$ cat src/rtl/bfs_pkg.sv
package bfs_pkg;

  typedef enum logic {
    OC_WATCH   = 1'b0,
    OC_BACKOFF = 1'b1
  } oc_state_e;

  // bits needed for a counter that runs 0 .. limit-1
  function automatic int cnt_width(int unsigned limit);
    return (limit < 2) ? 1 : $clog2(limit);
  endfunction

  // true when a 0-based counter sits on its final count
  function automatic logic is_last(logic [31:0] cnt, int unsigned limit);
    return cnt == (limit - 1);
  endfunction

endpackage

$ cat src/rtl/bfs_sync.sv
module bfs_sync #(
  parameter int W      = 1,
  parameter int STAGES = 2
) (
  input  logic         clk,
  input  logic         rst,
  input  logic [W-1:0] d,
  output logic [W-1:0] q
);
  logic [STAGES-1:0][W-1:0] pipe;

  always_ff @(posedge clk or posedge rst) begin
    if (rst) begin
      pipe <= '0;
    end else begin
      pipe[0] <= d;
      for (int s = 1; s < STAGES; s++) pipe[s] <= pipe[s-1];
    end
  end

  assign q = pipe[STAGES-1];
endmodule

$ cat src/rtl/bfs_oc_guard.sv
module bfs_oc_guard import bfs_pkg::*; #(
  parameter int unsigned DEGLITCH = 100,
  parameter int unsigned RETRY    = 50000
) (
  input  logic clk,
  input  logic rst,
  input  logic clr,
  input  logic oc_s,
  output logic hold,
  output logic trip,
  output logic release_ev
);
  localparam int DW = cnt_width(DEGLITCH);
  localparam int RW = cnt_width(RETRY);

  oc_state_e       st;
  logic [DW-1:0]   dcnt;
  logic [RW-1:0]   rcnt;

  assign trip       = (st == OC_WATCH) && oc_s && is_last(32'(dcnt), DEGLITCH);
  assign release_ev = (st == OC_BACKOFF) && is_last(32'(rcnt), RETRY);
  assign hold       = (st == OC_BACKOFF);

  always_ff @(posedge clk or posedge rst) begin
    if (rst) begin
      st   <= OC_WATCH;
      dcnt <= '0;
      rcnt <= '0;
    end else if (clr) begin
      st   <= OC_WATCH;
      dcnt <= '0;
      rcnt <= '0;
    end else begin
      case (st)
        OC_WATCH: begin
          rcnt <= '0;
          if (trip) begin
            st   <= OC_BACKOFF;
            dcnt <= '0;
          end else if (oc_s) begin
            dcnt <= dcnt + DW'(1);
          end else begin
            dcnt <= '0;
          end
        end
        default: begin
          dcnt <= '0;
          if (release_ev) begin
            st   <= OC_WATCH;
            rcnt <= '0;
          end else begin
            rcnt <= rcnt + RW'(1);
          end
        end
      endcase
    end
  end
endmodule

$ cat src/rtl/bfs_thermal.sv
module bfs_thermal (
  input  logic clk,
  input  logic rst,
  input  logic clr,
  input  logic hot_s,
  input  logic cool_s,
  output logic latched
);
  always_ff @(posedge clk or posedge rst) begin
    if (rst)         latched <= 1'b0;
    else if (clr)    latched <= 1'b0;
    else if (hot_s)  latched <= 1'b1;
    else if (cool_s) latched <= 1'b0;
  end
endmodule

$ cat src/rtl/bfs_supervisor.sv
module bfs_supervisor #(
  parameter int unsigned NUM_BRIDGES     = 2,
  parameter int unsigned DEGLITCH_CYCLES = 100,
  parameter int unsigned RETRY_CYCLES    = 50000,
  parameter int unsigned SYNC_STAGES     = 2
) (
  input  logic                   clk,
  input  logic                   uv_fault,
  input  logic                   sleep_n,
  input  logic [NUM_BRIDGES-1:0] oc_flag,
  input  logic                   ot_hot,
  input  logic                   ot_cool,
  output logic [NUM_BRIDGES-1:0] bridge_en,
  output logic                   core_active,
  output logic                   decoder_rst
);
  localparam int SW = NUM_BRIDGES + 3;

  // undervoltage: immediate assertion, two-edge release
  logic [1:0] rst_pipe;
  logic       rst_int;

  always_ff @(posedge clk or posedge uv_fault) begin
    if (uv_fault) rst_pipe <= 2'b11;
    else          rst_pipe <= {rst_pipe[0], 1'b0};
  end
  assign rst_int = rst_pipe[1];

  // input synchronizers
  logic [SW-1:0]          raw_flags;
  logic [SW-1:0]          syn_flags;
  logic                   awake;
  logic                   cool_s;
  logic                   hot_s;
  logic [NUM_BRIDGES-1:0] oc_sync;

  assign raw_flags = {oc_flag, ot_hot, ot_cool, sleep_n};

  bfs_sync #(.W(SW), .STAGES(SYNC_STAGES)) u_sync (
    .clk (clk),
    .rst (rst_int),
    .d   (raw_flags),
    .q   (syn_flags)
  );

  assign awake   = syn_flags[0];
  assign cool_s  = syn_flags[1];
  assign hot_s   = syn_flags[2];
  assign oc_sync = syn_flags[SW-1:3];

  // per-bridge overcurrent guards
  logic [NUM_BRIDGES-1:0] oc_hold;
  logic [NUM_BRIDGES-1:0] oc_trip;
  logic [NUM_BRIDGES-1:0] oc_release;

  generate
    for (genvar b = 0; b < NUM_BRIDGES; b++) begin : g_bridge
      bfs_oc_guard #(.DEGLITCH(DEGLITCH_CYCLES), .RETRY(RETRY_CYCLES)) u_guard (
        .clk        (clk),
        .rst        (rst_int),
        .clr        (~awake),
        .oc_s       (oc_sync[b]),
        .hold       (oc_hold[b]),
        .trip       (oc_trip[b]),
        .release_ev (oc_release[b])
      );
    end
  endgenerate

  // thermal hysteresis
  logic ot_latched;

  bfs_thermal u_thermal (
    .clk     (clk),
    .rst     (rst_int),
    .clr     (~awake),
    .hot_s   (hot_s),
    .cool_s  (cool_s),
    .latched (ot_latched)
  );

  // output gating
  logic run_ok;
  assign run_ok      = ~rst_int & awake;
  assign core_active = run_ok;
  assign decoder_rst = rst_int;
  assign bridge_en   = (run_ok && !ot_latched) ? ~oc_hold : '0;
endmodule

$ cat config.mk
export PLATFORM = sky130hd
export DESIGN_NAME = bfs_supervisor
export DESIGN_NICKNAME = d
export VERILOG_FILES = /design/src/rtl/bfs_pkg.sv /design/src/rtl/bfs_sync.sv /design/src/rtl/bfs_oc_guard.sv /design/src/rtl/bfs_thermal.sv /design/src/rtl/bfs_supervisor.sv
export SDC_FILE = /design/constraint.sdc
export NUM_CORES = 1
export LEC_CHECK = 0
export ABC_AREA = 1
export BUFFER_PORTS_ARGS = -buffer_cell sky130_fd_sc_hd__buf_2
export CAP_MARGIN = 20
export CORE_ASPECT_RATIO = 1.4
export CORE_MARGIN = 10
export CORE_UTILIZATION = 37
export CTS_CLUSTER_DIAMETER = 60
export DETAILED_ROUTE_END_ITERATION = 7
export SLEW_MARGIN = 20
export SYNTH_ARGS = -nofsm -noshare
export SYNTH_HDL_FRONTEND = slang
export SYNTH_HIERARCHICAL = 1
export SYNTH_SLANG_ARGS = --single-unit
$ cat constraint.sdc
create_clock -name clk -period 2.2 [get_ports clk]
set_input_delay 0.22 -clock clk [delete_from_list [all_inputs] [get_ports clk]]
set_output_delay 0.22 -clock clk [all_outputs]
set_load 0.005 [all_outputs]
==> metrics.csv <==
metric,value,unit
status,completed,
ir_worst_vdd,0.452,mV
grt_pass1_vias,2353,
first_pass_iters,4,
wl_met3,121,µm
crit_type,register to register,
syn-instance-count,373,
dp_slack,0.765,ns
gp_congestion,0.818,
register_area,0.00153,mm²
worstSetupEndpointType,register,
clock_path_buffers,2,
clock.fmax,697,MHz
rows,39,
routed-wl-met2,3.04,mm
antenna_left,0,
route.vias.total,2371,
post_cts_buffers,0,
die_h,127,µm
rsz0062_at_grt,false,
htree_levels,3,
start_util,0.377,
p_leak,1.58,nW
fin_nets,407,
fin_ws,0.765,ns
hpwlAfterDp,4.31,mm
drc,0,
clk_pin_slew,0.06,ns
root_buffer,clkbuf_16,
syn_to_final_growth,15.4,%
cellPowerDensity,714,mW/mm²
antenna-diode-count,0,
slowest_delay,0.38,ns
multiInputGateArea,0.00126,mm²
nFillCells,838,
die_w,96.8,µm
grt_max_degree,25,
cts_buffers,9,
postSynthAreaPerCell,8.18,µm²
slowest_stage,dfrtp_1,
vias_per_cell,4.71,
coreArea,0.00810,mm²
setup_viol,0,
hold_viol,0,
grt_overflow,0,
setup-tns-final,0,ns
dieArea,0.0123,mm²
synthesis.nets,384,
clk_latency,0.32,ns
min_period,1.43,ns
cts_tree,built,
routed_wl,5.80,mm
numClockSinks,61,
layout_worst_path_cycle_share,0.652,
final_max_slew_viol_count,0,
post_cts_resized,0,
yosys_warnings,6,
finalClockSkew,0.00918,ns
crit_chain,"ha_1, nand2_2, nor2_4, inv_2, nor2_2, nand2_2, nand2_4, o21ai_0",
start_kind,register,
path_common_cell,nand2_2,
maxCapViolations,0,
reg2reg_from,g_bridge[0].u_guard/rcnt[0],
grt_pass1_wl,10.3,mm
layout-drive-gt1-share,0.142,
wl_per_cell,11.5,µm
grt_antenna_before_repair,0,
critical_path_arrival,1.63,ns
initialDrtViolationCount,80,
hp-class,register to asynchronous set/reset pin,
p_total,2.51,mW
required,2.39,ns
top_layer,met4,
met1_length,2.51,mm
syn_area,0.00305,mm²
crit_start,g_bridge[0].u_guard/rcnt[0],
boundaryPins,11,
critical_path_peak_fanout,14,
port_buffers,10,
track_usage,0.0988,
repair_timing:
item | in CTS | in global routing
setup endpoints to repair | 0 | 0
hold endpoints to repair | 7 | 0
hold buffers | 6 | 0
per-layer routing:
layer | up-vias | GRT usage
li1 | 1212 | -
met4 | 0 | 0.0487
met5 | - | 0
met2 | 25 | 0.175
met1 | 1121 | 0.106
met3 | 13 | 0.0264
cell type report:
| type | count | share of cell area |
|---|---|---|
| Inverter | 50 | 0.0533 |
| Multi-Input combinational cell | 255 | 0.357 |
| Clock inverter | 6 | 0.0135 |
| Sequential cell | 61 | 0.434 |
| Timing Repair Buffer | 19 | 0.0377 |
| Clock buffer | 10 | 0.0679 |
| Tap cell | 102 | 0.0362 |
registers in the layout, indices dropped and copies added (netlist names):
| register | count |
|---|---|
| g_bridge.u_guard/rcnt | 32 |
| u_sync/pipe | 5 |
| rst_pipe | 2 |
| g_bridge.u_guard/hold | 2 |
| g_bridge.u_guard/dcnt | 14 |
| u_sync/q | 5 |
| u_thermal/latched | 1 |
layout by cell type (no fill, tap or decap), drive strengths merged, types with 2 or more instances in the layout:
| master | instances |
|---|---|
| nor2 | 93 |
| buf | 13 |
| nand2 | 77 |
| o21bai | 4 |
| dfrtp | 59 |
| clkinvlp | 4 |
| dfstp | 2 |
| clkbuf | 10 |
| ha | 4 |
| inv | 51 |
| dlygate4sd3 | 6 |
| nand4 | 14 |
| nand3 | 33 |
| a21oi | 5 |
| xnor2 | 6 |
| o21ai | 4 |
| xor2 | 10 |
| nor3 | 4 |
power breakdown:
part,switching (mW),internal (mW)
Sequential,0.00803,1.14
Combinational,0.0425,0.0245
Clock,0.502,0.796
per-stage QoR:
stage                     hold slack [ns]   util  area (µm²)  cells
after floorplan                     0.121      -        3050    373
after global placement              0.126  0.392        3180    481
after detailed placement            0.126  0.392        3180    481
after CTS                           0.131  0.435        3520    503
after global routing                0.148  0.435        3520    503
final                               0.129  0.435        3520    503
final timing paths:
check | slack (ns) | endpoint | depth (start not counted)
max in group asynchronous | 1.59 | g_bridge[1].u_guard/dcnt[3] | 2
setup reg to reg | 0.77 | g_bridge[0].u_guard/hold | 8
setup / recovery | 0.77 | g_bridge[0].u_guard/hold | 8
min in group clk | 0.35 | u_sync/q[0] | 0
hold reg to reg | 0.13 | u_thermal/latched | 1
hold / removal | 0.13 | u_thermal/latched | 1
worst max-delay path: cells and delay by family (launching register included):
kind | cells | cell delay, ns
AND/OR/NAND/NOR | 5 | 0.57
flip-flops | 1 | 0.38
adder cells (fa/ha/maj) | 1 | 0.20
AO/OA/AOI/OAI | 1 | 0.11
buffers and inverters | 1 | 0.05
No activity file was read; power rests on OpenSTA's default activity.
